$ cat src/rtl/cart_bank_pkg.sv
package cart_bank_pkg;
    localparam int WIN_AW  = 15;
    localparam int PPU_AW  = 14;
    localparam int NPRG    = 4;
    localparam int NCHR    = 8;

    typedef logic [7:0] bank_t;

    typedef enum logic [1:0] {
        WK_NONE,
        WK_PRG,
        WK_CHR,
        WK_MIRROR
    } wr_kind_e;

    typedef struct packed {
        wr_kind_e   kind;
        logic [2:0] idx;
    } wr_dec_t;

    function automatic wr_dec_t decode_write(input logic [WIN_AW-1:0] a);
        wr_dec_t d;
        d.kind = WK_NONE;
        d.idx  = 3'd0;
        if (a == 15'h0000) begin
            d.kind = WK_PRG;
            d.idx = 3'd0;
        end else if (a == 15'h2000) begin
            d.kind = WK_PRG;
            d.idx = 3'd1;
        end else if (a == 15'h4000) begin
            d.kind = WK_PRG;
            d.idx = 3'd2;
        end else if (a == 15'h1001) begin
            d.kind = WK_MIRROR;
        end else if (a[14:3] == 12'h600) begin
            d.kind = WK_CHR;
            d.idx = a[2:0];
        end
        return d;
    endfunction

    function automatic bank_t prg_reset_bank(input int slot);
        case (slot)
            0: return 8'h00;
            1: return 8'h01;
            2: return 8'hFE;
            default: return 8'hFF;
        endcase
    endfunction
endpackage

$ cat src/rtl/cart_wr_decode.sv
module cart_wr_decode
    import cart_bank_pkg::*;
(
    input  logic              wr_en,
    input  logic [WIN_AW-1:0] wr_addr,
    output logic [NPRG-2:0]   prg_we,
    output logic [NCHR-1:0]   chr_we,
    output logic              mir_we
);
    wr_dec_t dec;

    always_comb begin
        dec = decode_write(wr_addr);
        prg_we = '0;
        chr_we = '0;
        mir_we = 1'b0;
        if (wr_en) begin
            unique case (dec.kind)
                WK_PRG: prg_we[dec.idx[1:0]] = 1'b1;
                WK_CHR: chr_we[dec.idx] = 1'b1;
                WK_MIRROR: mir_we = 1'b1;
                default: ;
            endcase
        end
    end

    always_comb begin
        assert ($countones({prg_we, chr_we, mir_we}) <= 1)
            else $error("AST_ONE_TARGET");
    end
endmodule

$ cat src/rtl/cart_bank_regs.sv
module cart_bank_regs
    import cart_bank_pkg::*;
(
    input  logic            clk,
    input  logic            rst,
    input  logic [NPRG-2:0] prg_we,
    input  logic [NCHR-1:0] chr_we,
    input  logic            mir_we,
    input  bank_t           wr_data,
    output bank_t           prg_bank [NPRG],
    output bank_t           chr_bank [NCHR],
    output logic            mirror_horiz
);
    genvar g;
    generate
        for (g = 0; g < NPRG - 1; g++) begin : g_prg
            always_ff @(posedge clk) begin
                if (rst) prg_bank[g] <= prg_reset_bank(g);
                else if (prg_we[g]) prg_bank[g] <= wr_data;
            end
            AST_PRG_HOLD: assert property (@(posedge clk) disable iff (rst)
                !prg_we[g] |=> $stable(prg_bank[g]));
        end
        for (g = 0; g < NCHR; g++) begin : g_chr
            always_ff @(posedge clk) begin
                if (rst) chr_bank[g] <= '0;
                else if (chr_we[g]) chr_bank[g] <= wr_data;
            end
            AST_CHR_LOAD: assert property (@(posedge clk) disable iff (rst)
                chr_we[g] |=> chr_bank[g] == $past(wr_data));
        end
    endgenerate

    assign prg_bank[NPRG-1] = prg_reset_bank(NPRG - 1);

    always_ff @(posedge clk) begin
        if (rst) mirror_horiz <= 1'b0;
        else if (mir_we) mirror_horiz <= wr_data[7];
    end

    AST_MIRROR_HOLD: assert property (@(posedge clk) disable iff (rst)
        !mir_we |=> $stable(mirror_horiz));
endmodule

$ cat src/rtl/cart_addr_xlate.sv
module cart_addr_xlate
    import cart_bank_pkg::*;
#(
    parameter int PRG_SIZE_KB = 256,
    parameter int CHR_SIZE_KB = 256,
    localparam int PRG_BANKS = PRG_SIZE_KB / 8,
    localparam int CHR_BANKS = CHR_SIZE_KB,
    localparam int PRG_BW = (PRG_BANKS > 1) ? $clog2(PRG_BANKS) : 1,
    localparam int CHR_BW = (CHR_BANKS > 1) ? $clog2(CHR_BANKS) : 1,
    localparam int PRG_AW = PRG_BW + 13,
    localparam int CHR_AW = ((CHR_BW + 10) > PPU_AW) ? (CHR_BW + 10) : PPU_AW
)(
    input  logic [WIN_AW-1:0] cpu_addr,
    input  bank_t             prg_bank [NPRG],
    output logic [PRG_AW-1:0] prg_rom_addr,
    input  logic [PPU_AW-1:0] ppu_addr,
    input  bank_t             chr_bank [NCHR],
    output logic [CHR_AW-1:0] chr_rom_addr
);
    localparam bank_t PRG_MASK = bank_t'(PRG_BANKS - 1);
    localparam bank_t CHR_MASK = bank_t'(CHR_BANKS - 1);

    bank_t pb, cb;

    always_comb begin
        pb = prg_bank[cpu_addr[14:13]] & PRG_MASK;
        prg_rom_addr = {pb[PRG_BW-1:0], cpu_addr[12:0]};
    end

    always_comb begin
        cb = chr_bank[ppu_addr[12:10]] & CHR_MASK;
        if (ppu_addr[13])
            chr_rom_addr = CHR_AW'(ppu_addr);
        else
            chr_rom_addr = CHR_AW'({cb[CHR_BW-1:0], ppu_addr[9:0]});
    end

    always_comb begin
        assert (prg_rom_addr[12:0] == cpu_addr[12:0]) else $error("AST_PRG_OFFSET");
        if (ppu_addr[13])
            assert (chr_rom_addr == CHR_AW'(ppu_addr)) else $error("AST_CHR_PASS");
    end
endmodule

$ cat src/rtl/cart_bank_mapper.sv
module cart_bank_mapper
    import cart_bank_pkg::*;
#(
    parameter int PRG_SIZE_KB = 256,
    parameter int CHR_SIZE_KB = 256,
    localparam int PRG_BANKS = PRG_SIZE_KB / 8,
    localparam int PRG_BW = (PRG_BANKS > 1) ? $clog2(PRG_BANKS) : 1,
    localparam int CHR_BW = (CHR_SIZE_KB > 1) ? $clog2(CHR_SIZE_KB) : 1,
    localparam int PRG_AW = PRG_BW + 13,
    localparam int CHR_AW = ((CHR_BW + 10) > 14) ? (CHR_BW + 10) : 14
)(
    input  logic              clk,
    input  logic              rst,
    input  logic              wr_en,
    input  logic [14:0]       wr_addr,
    input  logic [7:0]        wr_data,
    input  logic [14:0]       cpu_addr,
    output logic [PRG_AW-1:0] prg_rom_addr,
    input  logic [13:0]       ppu_addr,
    output logic [CHR_AW-1:0] chr_rom_addr,
    output logic              mirror_horiz
);
    logic [NPRG-2:0] prg_we;
    logic [NCHR-1:0] chr_we;
    logic            mir_we;
    bank_t           prg_bank [NPRG];
    bank_t           chr_bank [NCHR];

    cart_wr_decode u_dec (
        .wr_en(wr_en), .wr_addr(wr_addr),
        .prg_we(prg_we), .chr_we(chr_we), .mir_we(mir_we)
    );

    cart_bank_regs u_regs (
        .clk(clk), .rst(rst),
        .prg_we(prg_we), .chr_we(chr_we), .mir_we(mir_we),
        .wr_data(wr_data),
        .prg_bank(prg_bank), .chr_bank(chr_bank),
        .mirror_horiz(mirror_horiz)
    );

    cart_addr_xlate #(.PRG_SIZE_KB(PRG_SIZE_KB), .CHR_SIZE_KB(CHR_SIZE_KB)) u_xlate (
        .cpu_addr(cpu_addr), .prg_bank(prg_bank), .prg_rom_addr(prg_rom_addr),
        .ppu_addr(ppu_addr), .chr_bank(chr_bank), .chr_rom_addr(chr_rom_addr)
    );

    AST_LAST_SLOT_FIXED: assert property (@(posedge clk) disable iff (rst)
        cpu_addr[14:13] == 2'd3 |-> prg_rom_addr[PRG_AW-1:13] == {PRG_BW{1'b1}});
    AST_MIRROR_LOAD: assert property (@(posedge clk) disable iff (rst)
        (wr_en && wr_addr == 15'h1001) |=> mirror_horiz == $past(wr_data[7]));
    AST_PRG_LOAD: assert property (@(posedge clk) disable iff (rst)
        (wr_en && wr_addr == 15'h2000) ##1 (cpu_addr[14:13] == 2'd1)
        |-> prg_rom_addr[PRG_AW-1:13] == PRG_BW'($past(wr_data)));
endmodule

$ cat config.mk
export PLATFORM = sky130hd
export DESIGN_NAME = cart_bank_mapper
export DESIGN_NICKNAME = d
export VERILOG_FILES = /design/src/rtl/cart_bank_pkg.sv /design/src/rtl/cart_wr_decode.sv /design/src/rtl/cart_bank_regs.sv /design/src/rtl/cart_addr_xlate.sv /design/src/rtl/cart_bank_mapper.sv
export SDC_FILE = /design/constraint.sdc
export NUM_CORES = 1
export LEC_CHECK = 0
export ABC_CLOCK_PERIOD_IN_PS = 5200
export BUFFER_PORTS_ARGS = -buffer_cell sky130_fd_sc_hd__buf_2
export CAP_MARGIN = 0
export CORE_MARGIN = 2
export CORE_UTILIZATION = 55
export CTS_CLUSTER_DIAMETER = 80
export DETAILED_ROUTE_END_ITERATION = 7
export PLACE_DENSITY = 0.84
export SLEW_MARGIN = 20
export SYNTH_ARGS = -nofsm -noshare
export SYNTH_HDL_FRONTEND = slang
export SYNTH_HIERARCHICAL = 1
export SYNTH_SLANG_ARGS = --single-unit
$ cat constraint.sdc
create_clock -name clk -period 5.2 [get_ports clk]
set_input_delay 0.52 -clock clk [delete_from_list [all_inputs] [get_ports clk]]
set_output_delay 0.52 -clock clk [all_outputs]
set_load 0.01 [all_outputs]
==> flow_summary.toml, run 1 <==
[status]
outcome = "finished, final reports clean"

[timing]
slew_headroom_pct = 26.1
worst_pin_slew_ns = 1.11
fin_worst_skew_ns = 0
setup_tns_ns = 0
hold_viol = 0
slew_viol_final = 0
fin_ws_ns = 2.63
fin_crit_sh_pct = 49.4
layout_min_cycle_time_ns = 2.57
fmax_mhz = 389
grt_setup_unrepaired = "false"
setup_viol = 0

[floorplanning]
die_w_um = 89.2
die_y_um = 89.2
pin_count = 92
dieArea_um2 = 7960
rows = 31
initial_utilization_pct = 56.0
core-area_um2 = 7140

[worst_setup_path]
r2r_end = "u_regs/prg_bank[10]$_SDFFE_PP1P_"
cp_slowest_cell = "mux4_2"
critical_path_class = "primary input to output port"
crit_path_start_kind = "primary input"
cp_data_required_time_ns = 4.68
crit_top_cell = "buf_2"
rrSetupSlack_ns = 4.40
rr_worst_depth = 2
worstPathMaxFanout = 16
critical-path-max-stage-delay_ns = 0.56
cp.arrival_ns = 2.05
crit_chain = "buf_2 > mux4_2 > nor2b_1 > a211o_1 > buf_2"
worstSetupEndpointType = "output port"
r2r-start = "u_regs/prg_bank[10]$_SDFFE_PP1P_"

[cts]
insertion_delay_ns = 0.35
cts_tree = "yes"
htree_levels = 3
postCtsSetupBuffers = 0
clock-sinks = 80
clkTransAtPathRegs_ns = 0.07
ctsResizeCount = 0
clk_path_buf_depth = 2
ctsHoldBuffers = 0
cts-root-buf = "clkbuf_8"
numCtsBuffers = 9

[global_routing]
grtUsageMet3_pct = 5.91
use_met1_pct = 25.9
grt_util_met2_pct = 38.2
grt.total_usage_pct = 22.0
grt_pass1_wl_mm = 13.1
grt_busiest_layer = "met2"
grt_max_degree = 81
gr-total-overflow = 0
antenna_found_initial = 0
first_global_vias = 2753

[yosys]
syn-mean-instance-area_um2 = 10.6
synth_warnings = 6
synth_cells = 377
synthesis.area_um2 = 4000

[pwr]
power.share.switching_pct = 22.3
ir_drop_mv = 0.182
p_per_area_nw_per_um2 = 276
power_frac_seq_pct = 52.4
power_switching_uw = 260
power.internal_uw = 908
combinationalPowerShare_pct = 6.0
pwr-share-clk_pct = 41.6
p_leak_nw = 1.49

[finish]
fin_nets = 437
regArea_um2 = 1600
fillerInstances = 628
layout-drive-gt1-share_pct = 25.6
num_antenna_cells = 0
multi_input_area_um2 = 2010
area_growth_pct = 6.04

[placement]
place.gp.congestion = 0.786
hpwl_mm = 5.53
numPortBuffers = 45
pre_cts_ws_ns = 2.19

[drt]
drt_iter0_drc = 213
ant_nets = 0
vias = 2710
post_drt_via_cell_ratio = 5.58
drc = 0
wl_mm = 8.20
post_drt_wl_per_cell_um = 16.9
drtPass1Iterations = 4

[worst_hold_path]
hold_path.class = "flip-flop to flip-flop"
hp-start = "u_regs/prg_bank[20]$_SDFFE_PP0P_"
holdPathStages = 2
holdPathEnd = "u_regs/prg_bank[20]$_SDFFE_PP0P_"

[job]
maxCapViolations = 0
## worst max-delay path by stage
stage | start | endpoint | slack [ns]
2_1_floorplan | wr_addr[4] | u_regs/prg_bank[10]$_SDFFE_PP1P_ | 3.11
3_5_place_dp | wr_addr[4] | u_regs/prg_bank[9]$_SDFFE_PP1P_ | 2.19
6_report | ppu_addr[10] | chr_rom_addr[13] | 2.63
5_1_grt | ppu_addr[10] | chr_rom_addr[13] | 2.54
4_1_cts | wr_addr[4] | u_regs/prg_bank[10]$_SDFFE_PP1P_ | 2.56
3_3_place_gp | wr_addr[10] | u_regs/prg_bank[9]$_SDFFE_PP1P_ | 2.33
## area by class of cell
cell class                 instances  area share [%]
clock inverter                     5            1.92
clock buffer                      11            3.10
timing repair buffer              53            6.73
sequential                        80            37.8
tap                               99            2.92
inverter                           1          0.0886
multi-input combinational        237            47.4
## metal layers
layer | vias to the layer above | part of all wire, %
li1 | 1290 | -
met5 | - | 0
met4 | 0 | 2.0
met3 | 24 | 6.6
met2 | 101 | 50
met1 | 1295 | 41
## layout by cell type, fill, tap and decap left out, types with 5 or more instances in the layout
cell type  instances
a211o_1            6
buf_2             45
buf_4              8
clkbuf_8           9
conb_1             5
dfxtp_1           80
mux2i_1           75
mux4_2            18
nand2_1            7
nor2_1            79
nor4_2             7
## power groups by stage
stage / Sequential [mW] / Clock (mW) / Combinational (mW)
after CTS: 0.612 / 0.498 / 0.0704
after global placement: 0.626 / 0 / 0.0691
after detailed placement: 0.626 / 0 / 0.0703
after floorplan: 0.626 / 0 / 0.0691
after global routing: 0.612 / 0.522 / 0.0770
final: 0.612 / 0.486 / 0.0705
## critical path, delay by kind of cell
family | cells | cell delay (ns)
and+or+nand+nor | 1 | 0.14
muxes | 1 | 0.56
AOI/OAI and AO/OA | 1 | 0.26
buffers and inverters | 2 | 0.58
## metrics by stage
stage | power (mW) | area (um^2) | cells | hold WS (ns) | util, %
floorplan | 0.696 | 4010 | 381 | 0.451 | -
global placement | 0.695 | 4020 | 470 | 0.464 | 56.3
detailed placement | 0.697 | 4020 | 470 | 0.479 | 56.3
CTS | 1.18 | 4230 | 486 | 0.498 | 59.3
global route | 1.21 | 4240 | 486 | 0.520 | 59.4
finish | 1.17 | 4240 | 486 | 0.494 | 59.4
## flip-flops by register name, summed over array words and instances, names as in the netlist
register and cells:
u_regs/chr_bank 64, u_regs/prg_bank 15, u_regs/mirror_horiz 1
Power figures use the tool's default switching activity.
==> inputs of run 2 (changes only) <==
Settings changed: ABC_CLOCK_PERIOD_IN_PS 5200 to 2550.
Clock period 5.2 ns to 2.55 ns, I/O delays scaled along.
==> flow_summary.toml, run 2 (synthesis results as in run 1) <==
[floorplanning]
dieArea_um2 = 7960
rows = 31
die_y_um = 89.2
die_w_um = 89.2
pin_count = 92
initial_utilization_pct = 56.0
core-area_um2 = 7140

[finish]
regMostFlops = "u_regs/chr_bank"
final_common_cell = "dfxtp_1"
fillerInstances = 626
num_antenna_cells = 0
utilization_pct = 60.6
largest_reg_flops = 64
top_regs = "u_regs/chr_bank (64), u_regs/prg_bank (15), u_regs/mirror_horiz (1)"
fin_nets = 446
area_growth_pct = 8.30
final_cells = 495
layout-drive-gt1-share_pct = 27.5
layout_common_cells = "dfxtp_1 (80), nor2_1 (79), mux2i_1 (75)"

[drt]
wl_mm = 8.23
wl_met2_mm = 4.15
post_drt_via_cell_ratio = 5.60
vias = 2771
drtPass1Iterations = 4
wl_met3_um = 515
drc = 0
ant_nets = 0
drt_iter0_drc = 160
post_drt_wl_per_cell_um = 16.6
routedLengthMet1_mm = 3.41
top_layer = "met4"

[worst_hold_path]
hold_path.class = "primary input to flip-flop"

[cts]
cts-root-buf = "clkbuf_8"
ctsResizeCount = 0
clkTransAtPathRegs_ns = 0.09
postCtsSetupBuffers = 0
numCtsBuffers = 9
ctsHoldBuffers = 0
insertion_delay_ns = 0.35
cts_tree = "yes"
clk_path_buf_depth = 2
htree_levels = 3
clock-sinks = 80

[timing]
setup_viol = 0
fin_crit_sh_pct = 78.4
fmax_mhz = 500
layout_min_cycle_time_ns = 2.00
slew_headroom_pct = 34.9
worst_pin_slew_ns = 0.970
hold_viol = 0
setup_tns_ns = 0
fin_worst_skew_ns = 0
slew_viol_final = 0
grt_setup_unrepaired = "false"

[status]
outcome = "finished, final reports clean"

[pwr]
power.internal_mw = 1.90
ir_drop_mv = 0.389
p_per_area_nw_per_um2 = 572
power.share.switching_pct = 23.3
p_leak_nw = 1.55
combinationalPowerShare_pct = 6.0
p_total_mw = 2.48
power_frac_seq_pct = 50.4
pwr-share-clk_pct = 43.6
power_switching_uw = 577

[placement]
place.gp.congestion = 0.789
dp.cells = 479
hpwl_mm = 5.68
numPortBuffers = 45

[worst_setup_path]
critical-path-max-stage-delay_ns = 0.82
rrSetupSlack_ns = 1.77
worst-path-stages = 7
crit_start = "wr_addr[14]"
worstSetupEndpointType = "flip-flop"
r2r-start = "u_regs/prg_bank[9]$_SDFFE_PP1P_"
cp_slowest_cell = "a211oi_1"
crit_end = "u_regs/chr_bank[62]$_SDFFE_PP0P_"
crit_chain = "buf_2 > and4bb_2 > a32o_1 > a211oi_1 > buf_4 > mux2i_1 > nor2_1"
cp.arrival_ns = 2.25
rr_worst_depth = 2
critical_path_class = "primary input to flip-flop"
cpLargestDelayFamily = "compound AO/OA/AOI/OAI gates"
r2r_end = "u_regs/prg_bank[9]$_SDFFE_PP1P_"
worstPathMaxFanout = 5
crit_buf_inv = 2
cp_data_required_time_ns = 2.80
crit_path_start_kind = "primary input"

[global_routing]
grt_max_degree = 52
antenna_found_initial = 0
first_global_vias = 2649
grt_pass1_wl_mm = 12.8
gr-total-overflow = 0
grt.total_usage_pct = 21.8

[job]
maxCapViolations = 0
run 2: worst min-delay path by stage:
stage | cells after the start | startpoint | endpoint | slack (ns)
after detailed placement | 2 | u_regs/prg_bank[8]$_SDFFE_PP0P_ | u_regs/prg_bank[8]$_SDFFE_PP0P_ | 0.48
after global routing | 3 | wr_data[5] | u_regs/chr_bank[29]$_SDFFE_PP0P_ | 0.27
after CTS | 3 | wr_data[5] | u_regs/chr_bank[29]$_SDFFE_PP0P_ | 0.23
after floorplan | 1 | wr_data[2] | u_regs/prg_bank[10]$_SDFFE_PP1P_ | 0.38
final | 3 | wr_data[5] | u_regs/chr_bank[29]$_SDFFE_PP0P_ | 0.25
after global placement | 2 | u_regs/chr_bank[20]$_SDFFE_PP0P_ | u_regs/chr_bank[20]$_SDFFE_PP0P_ | 0.47
run 2: per-stage QoR:
step                area [um^2]  hold WS, ns  setup slack [ns]
floorplan                  4010        0.377             0.726
global placement           4090        0.465             0.253
detailed placement         4090        0.479             0.167
CTS                        4330        0.228             0.567
global route               4330        0.269             0.430
finish                     4330        0.249             0.550
run 2: final cells by class:
type	count	area [um^2]	area share [%]
clock inverter	6	100	2.31
clock buffer	10	138	3.18
tap	99	124	2.86
timing repair buffer	62	365	8.44
inverter	1	3.75	0.0867
multi-input combinational	237	2000	46.1
sequential	80	1600	37.0
run 2: power groups by stage:
| stage | clock network (mW) | registers [mW] | logic, mW |
|---|---|---|---|
| after floorplan | 0 | 1.28 | 0.141 |
| after global placement | 0 | 1.28 | 0.145 |
| after detailed placement | 0 | 1.28 | 0.148 |
| after CTS | 1.11 | 1.25 | 0.148 |
| after global routing | 1.16 | 1.25 | 0.162 |
| final | 1.08 | 1.25 | 0.148 |
run 2: layer usage:
layer  vias to the layer above  global-route usage, %
li1                       1319                      -
met5                         -                      0
met3                        23                   5.82
met4                         0                   9.09
met2                        86                   35.6
met1                      1343                   27.5
run 2: worst reg2reg max path: stages, from the launching register on:
cell     delay (ns)
dfxtp_1        0.32
and2b_1        0.15
a211o_1        0.22
